## config.mk

```make
export PLATFORM = sky130hd
export DESIGN_NAME = dec_acc_cpu
export DESIGN_NICKNAME = d
export VERILOG_FILES = /design/src/rtl/dec_acc_cpu.sv
export SDC_FILE = /design/constraint.sdc
export NUM_CORES = 2
export LEC_CHECK = 0
export BUFFER_PORTS_ARGS = -buffer_cell sky130_fd_sc_hd__buf_2
export CAP_MARGIN = 20
export CORE_MARGIN = 2
export CORE_UTILIZATION = 51
export DETAILED_ROUTE_END_ITERATION = 10
export HOLD_SLACK_MARGIN = 0.03
export MAX_ROUTING_LAYER = met4
export PLACE_DENSITY = 0.74
export SLEW_MARGIN = 10
export SYNTH_ARGS = -nofsm -noshare
export SYNTH_HDL_FRONTEND = slang
export SYNTH_SLANG_ARGS = --single-unit
```

## constraint.sdc

```tcl
create_clock -name clk -period 10.3 [get_ports clk]
set_input_delay 1.545 -clock clk [delete_from_list [all_inputs] [get_ports clk]]
set_output_delay 1.545 -clock clk [all_outputs]
set_load 0.01 [all_outputs]
```

## src/rtl/dec_acc_cpu.sv

```systemverilog
module dec_acc_cpu #(
  parameter int WORDS = 100
) (
  input  logic        clk,
  input  logic        rst_n,
  input  logic        preload_en,
  input  logic [6:0]  preload_addr,
  input  logic [11:0] preload_data,
  output logic [6:0]  pc_o,
  output logic [11:0] acc_o,
  output logic        exec_o,
  output logic [6:0]  mar_o,
  output logic [11:0] mdr_o,
  output logic        wr_o,
  output logic        halted_o
);

  localparam int AW = 7;
  localparam logic [AW-1:0] LAST = AW'(WORDS - 1);

  function automatic logic [11:0] bcd_add(input logic [11:0] a, input logic [11:0] b,
                                          input logic cin);
    logic       c;
    logic [4:0] s;
    logic [11:0] r;
    c = cin;
    r = '0;
    for (int i = 0; i < 3; i++) begin
      s = {1'b0, a[4*i +: 4]} + {1'b0, b[4*i +: 4]} + {4'b0, c};
      if (s > 5'd9) begin
        s = s + 5'd6;
        c = 1'b1;
      end else begin
        c = 1'b0;
      end
      r[4*i +: 4] = s[3:0];
    end
    return r;
  endfunction

  function automatic logic [11:0] nines(input logic [11:0] x);
    logic [11:0] r;
    for (int i = 0; i < 3; i++) r[4*i +: 4] = 4'd9 - x[4*i +: 4];
    return r;
  endfunction

  logic [11:0] mem [0:WORDS-1];
  logic [AW-1:0] pc, pc_n, pc_inc;
  logic [11:0] acc, acc_n, ir, rd;
  logic exec, halted, halt_n;

  wire [3:0]    op    = ir[11:8];
  wire [AW-1:0] field = {3'b0, ir[7:4]} * 7'd10 + {3'b0, ir[3:0]};
  wire [AW-1:0] mar   = (exec && op != 4'd0) ? field : pc;
  wire          wr    = exec && !halted && op == 4'd2 && mar < AW'(WORDS);
  wire [11:0]   mdr   = wr ? acc : rd;

  assign rd     = (mar < AW'(WORDS)) ? mem[mar] : '0;
  assign pc_inc = (pc == LAST) ? '0 : pc + 1'b1;

  always_comb begin
    acc_n  = acc;
    pc_n   = pc_inc;
    halt_n = 1'b0;
    case (op)
      4'd1: acc_n = rd;
      4'd3: acc_n = bcd_add(acc, rd, 1'b0);
      4'd4: acc_n = bcd_add(acc, nines(rd), 1'b1);
      4'd5: pc_n  = (field < AW'(WORDS)) ? field : '0;
      4'd0: begin
        if (ir[7:0] == 8'h00) begin
          halt_n = 1'b1;
          pc_n   = pc;
        end else if (ir[7:0] == 8'h01) begin
          acc_n = '0;
        end else if (ir[7:0] == 8'h02) begin
          acc_n = bcd_add(acc, 12'h000, 1'b1);
        end
      end
      default: ;
    endcase
  end

  always_ff @(posedge clk or negedge rst_n) begin
    if (!rst_n) begin
      pc     <= '0;
      acc    <= '0;
      ir     <= '0;
      exec   <= 1'b0;
      halted <= 1'b0;
    end else if (!halted) begin
      if (!exec) begin
        ir   <= mdr;
        exec <= 1'b1;
      end else begin
        acc    <= acc_n;
        pc     <= pc_n;
        halted <= halt_n;
        exec   <= halt_n;
      end
    end
  end

  always_ff @(posedge clk) begin
    if (preload_en) begin
      if (preload_addr < AW'(WORDS)) mem[preload_addr] <= preload_data;
    end else if (wr) begin
      mem[mar] <= acc;
    end
  end

  assign pc_o     = pc;
  assign acc_o    = acc;
  assign exec_o   = exec;
  assign mar_o    = mar;
  assign mdr_o    = mdr;
  assign wr_o     = wr;
  assign halted_o = halted;

  a_r3_pc_range: assert property (@(posedge clk) disable iff (!rst_n)
    pc < AW'(WORDS));

  a_r2_phase_toggle: assert property (@(posedge clk) disable iff (!rst_n)
    !halted |=> (halted || exec != $past(exec)));

  a_r2_ir_capture: assert property (@(posedge clk) disable iff (!rst_n)
    (!exec && !halted) |=> ir == $past(mdr));

  a_r3_pc_step: assert property (@(posedge clk) disable iff (!rst_n)
    (exec && !halted && op != 4'd5 && ir != 12'h000)
      |=> pc == (($past(pc) == LAST) ? '0 : $past(pc) + 1'b1));

  a_r10_halt_freeze: assert property (@(posedge clk) disable iff (!rst_n)
    halted |=> (halted && exec && $stable(pc) && $stable(acc) && !wr));

  a_r5_write_exec_only: assert property (@(posedge clk) disable iff (!rst_n)
    wr |-> (exec && !halted && op == 4'd2));

endmodule

```

==> summary.md <==
| Metric | Value |
|---|---|
| Status | completed |
| Via count | 36986 |
| Largest net degree at the start of global routing | 115 |
| Remaining DRCs | 0 |
| Final nets | 4549 |
| Maxcap violations | 0 |
| Slew Limit Headroom | approximately 16% |
| First-pass GRT wire length | approximately 220000 um |
| Worst-margin pin slew | around 1.2 ns |
| P&R area growth vs syn | 14.5% |
| Seq cells post-synth | 1233 |
| Max stage delay cell, worst path | or4_4 |
| Compound-Gate Fraction of Synth Area | 7.97% |
| Die Wd | roughly 330 um |
| TritonCTS Buffers | 120 |
| Worst setup margin | 0.504 ns |
| Fmax | 102 MHz |
| Core Box Area | 0.102 mm^2 |
| Starting Density | between 50% and 60% |
| Number of global-route vias before repair | 34650 |
| GRT Util Overall | around 28% |
| Final GP Congestion | slightly above 1 |
| Clk root buf | clkbuf_16 |
| Drt wl/cell | 25.1 um |
| Post-synth ARST share | 2.68% |
| Top-count cell post-synth | edfxtp_1 |
| Final Non-Filler Cells | 5932 |
| Initial antenna violation count | 1 |
| Largest family of logic cells by synthesized area | simple AND/OR/NAND/NOR gates |
| Crit path largest cell delay | about 0.56 ns |
| Main synth FF type | edfxtp_1 |
| Min Hold Slack | around 0.6 ns |
| GRT overflow | 0 |
| Critical Path AT | 10.37 ns |
| Most common library cells after synthesis | edfxtp_1 (1200), nand2_1 (1192), nand3_1 (434) |
| Synth top area cells | edfxtp_1 (68%), nand2_1 (8.5%), nand3_1 (4.1%) |
| YS warnings | 0 |
| Post-Synth Adder-Cell Area | under 10% |
| Post-synthesis cell type count | 81 |
| Die Area | 0.106 mm^2 |
| Number of flops mapped to enable cells by yosys | 1200 |
| Worst-path clk slew | ~0.060 ns |
| Critical path data required time | roughly 11 ns |
| Share of layout cells above drive strength 1 | 13.5% |
| Area leader, netlist | edfxtp_1 |
| Pre-CTS WS | -0.616 ns |
| Initial drt markers | 5779 |
| Vias per cell | 6.23 |
| Hold WC Path Type | reg2reg |
| DP Cell Count | 5668 |
| Clock Skews | 0.0293 ns |
| Min Tclk post-route | 9.80 ns |
| Dpl hpwl | 90400 um |
| Share of the synthesized area in the top cell type | 68.4% |
| Clock Latency Late Sink | 0.72 ns |
| Sink Count | 1233 |
| DR pass1 iterations | 7 |
| Die Span Y | 325 um |
| Final setup fails | 0 |
| Fin crit share | 95.1% |
| Simple-gate portion of the synthesized area | about 16% |
| Finished Core Util | about 60% |
| Synth Cell Area | 0.0527 mm^2 |
| Mux share of post-synthesis cell area | 1.32% |
| H-tree Lvls | 3 |
| Antenna-violating nets left | 0 |
| CTS tree | built |
| Xor/xnor share of the synthesized area | 0.665% |
| Worst Path Max Fanout | 114 |
| Max Buffers Root-to-Sink | 3 |
| Synth Instances | around 4300 |
| Number of buffers added on ports | 62 |
| CP Capture Type | flip-flop |
| Final hold viol count | 0 |
| Register area share after synthesis | 70.0% |
| Top Ports | 63 |
| Final Max Tran Viols | 0 |
| Post-Syn Nets | 4356 |
| Setup CP Type | reg2reg |
| FP Rows | ~120 |
| Detailed Route WL | 149000 um |
| Crit start category | flip-flop |
| Post-Syn Area per Cell | 12.3 um^2 |
-- routing by layer --
layer / track usage (%) / share of wire (%)
met1: 38.3 / 39
met2: 41.2 / 46
met3: 4.99 / 11
met4: 11.9 / 4.2
met5: - / 0
-- area by class of cell --
type | instances | area [um^2]
Antenna cell | 2 | 5.00
Fill cell | 7741 | 41700
Timing Repair Buffer | 351 | 2940
Clock inverter | 63 | 613
Timing Repair inverter | 1 | 11.3
Inverter | 59 | 282
Multi-Input combinational cell | 2702 | 14700
Sequential cell | 1233 | 36900
Clock buffer | 153 | 3190
Tap cell | 1368 | 1710
-- state kept, by name, indices dropped and copies added, names as in the netlist --
name	count
ir	12
pc_o	7
mem	1200
acc_o	12
exec_o	1
halted_o	1
-- cells by family (layout without fill, tap and decap cells) --
group | Yosys count | after routing
adder cells (fa/ha/maj) | 59 | 59
other | 0 | 2
AND/OR/NAND/NOR | 1945 | 1945
buffers and inverters | 340 | 627
flip-flops | 1233 | 1233
multiplexers | 52 | 52
AO/OA/AOI/OAI | 606 | 606
XOR/XNOR | 40 | 40
-- worst max-delay path, delay by kind of cell, from the launching register on --
| family | cells | cell delay (ns) |
|---|---|---|
| xor+xnor | 3 | 0.68 |
| compound gates | 20 | 3.52 |
| flops | 1 | 0.48 |
| fa+ha+maj | 8 | 2.46 |
| mux | 1 | 0.14 |
| simple gates | 5 | 1.21 |
| buf+inv | 6 | 0.97 |
-- worst paths after layout --
check / from / end / cells after the start / slack [ns]
hold / removal: ir[6] / ir[6] / 1 / 0.59
min in group asynchronous: rst_n / acc_o[7] / 1 / 0.94
hold reg to reg: ir[6] / ir[6] / 1 / 0.59
max in group asynchronous: rst_n / ir[9] / 1 / 8.76
setup / recovery: ir[9] / acc_o[10] / 43 / 0.50
setup reg to reg: ir[9] / acc_o[10] / 43 / 0.50
-- layout by cell type (no fill, tap or decap), types with 9 or more instances in the layout --
cell type and instances:
a2111oi_0 51, a211oi_1 10, a21o_1 13, a21oi_1 173, a221oi_1 22, a311oi_1 64, a31oi_1 80, and3_1 77
buf_12 19, buf_2 63, buf_4 238, buf_6 21, bufinv_16 12, clkbuf_1 30, clkbuf_16 127, clkinv_1 22
clkinv_2 22, dfrtp_1 31, edfxtp_1 1200, fa_1 9, ha_1 49, inv_1 54, mux2_2 19, mux2i_1 18
mux4_2 12, nand2_1 1188, nand3_1 434, nand3b_1 10, nor2_1 139, nor3_1 36, o21ai_0 49, o22ai_1 9
o31ai_1 18, xnor2_1 25, xor2_1 12
-- timing repair --
item / CTS / global route
endpoints found under the setup margin: 3 / 3
setup buffers: 0 / 15
gates cloned: 0 / 5
gates resized for setup: 5 / 60
hold buffers: 0 / 0
pin swaps: 0 / 6
-- stage by stage --
step,area [um^2],setup TNS (ns)
2_1_floorplan,52700,0
3_3_place_gp,55400,-0.850
3_5_place_dp,55700,-1.68
4_1_cts,59600,0
5_1_grt,60300,-0.0476
6_report,60300,0
Power is not shown: default switching activity piles up to over one toggle a cycle in this logic, so the estimate is an artifact.
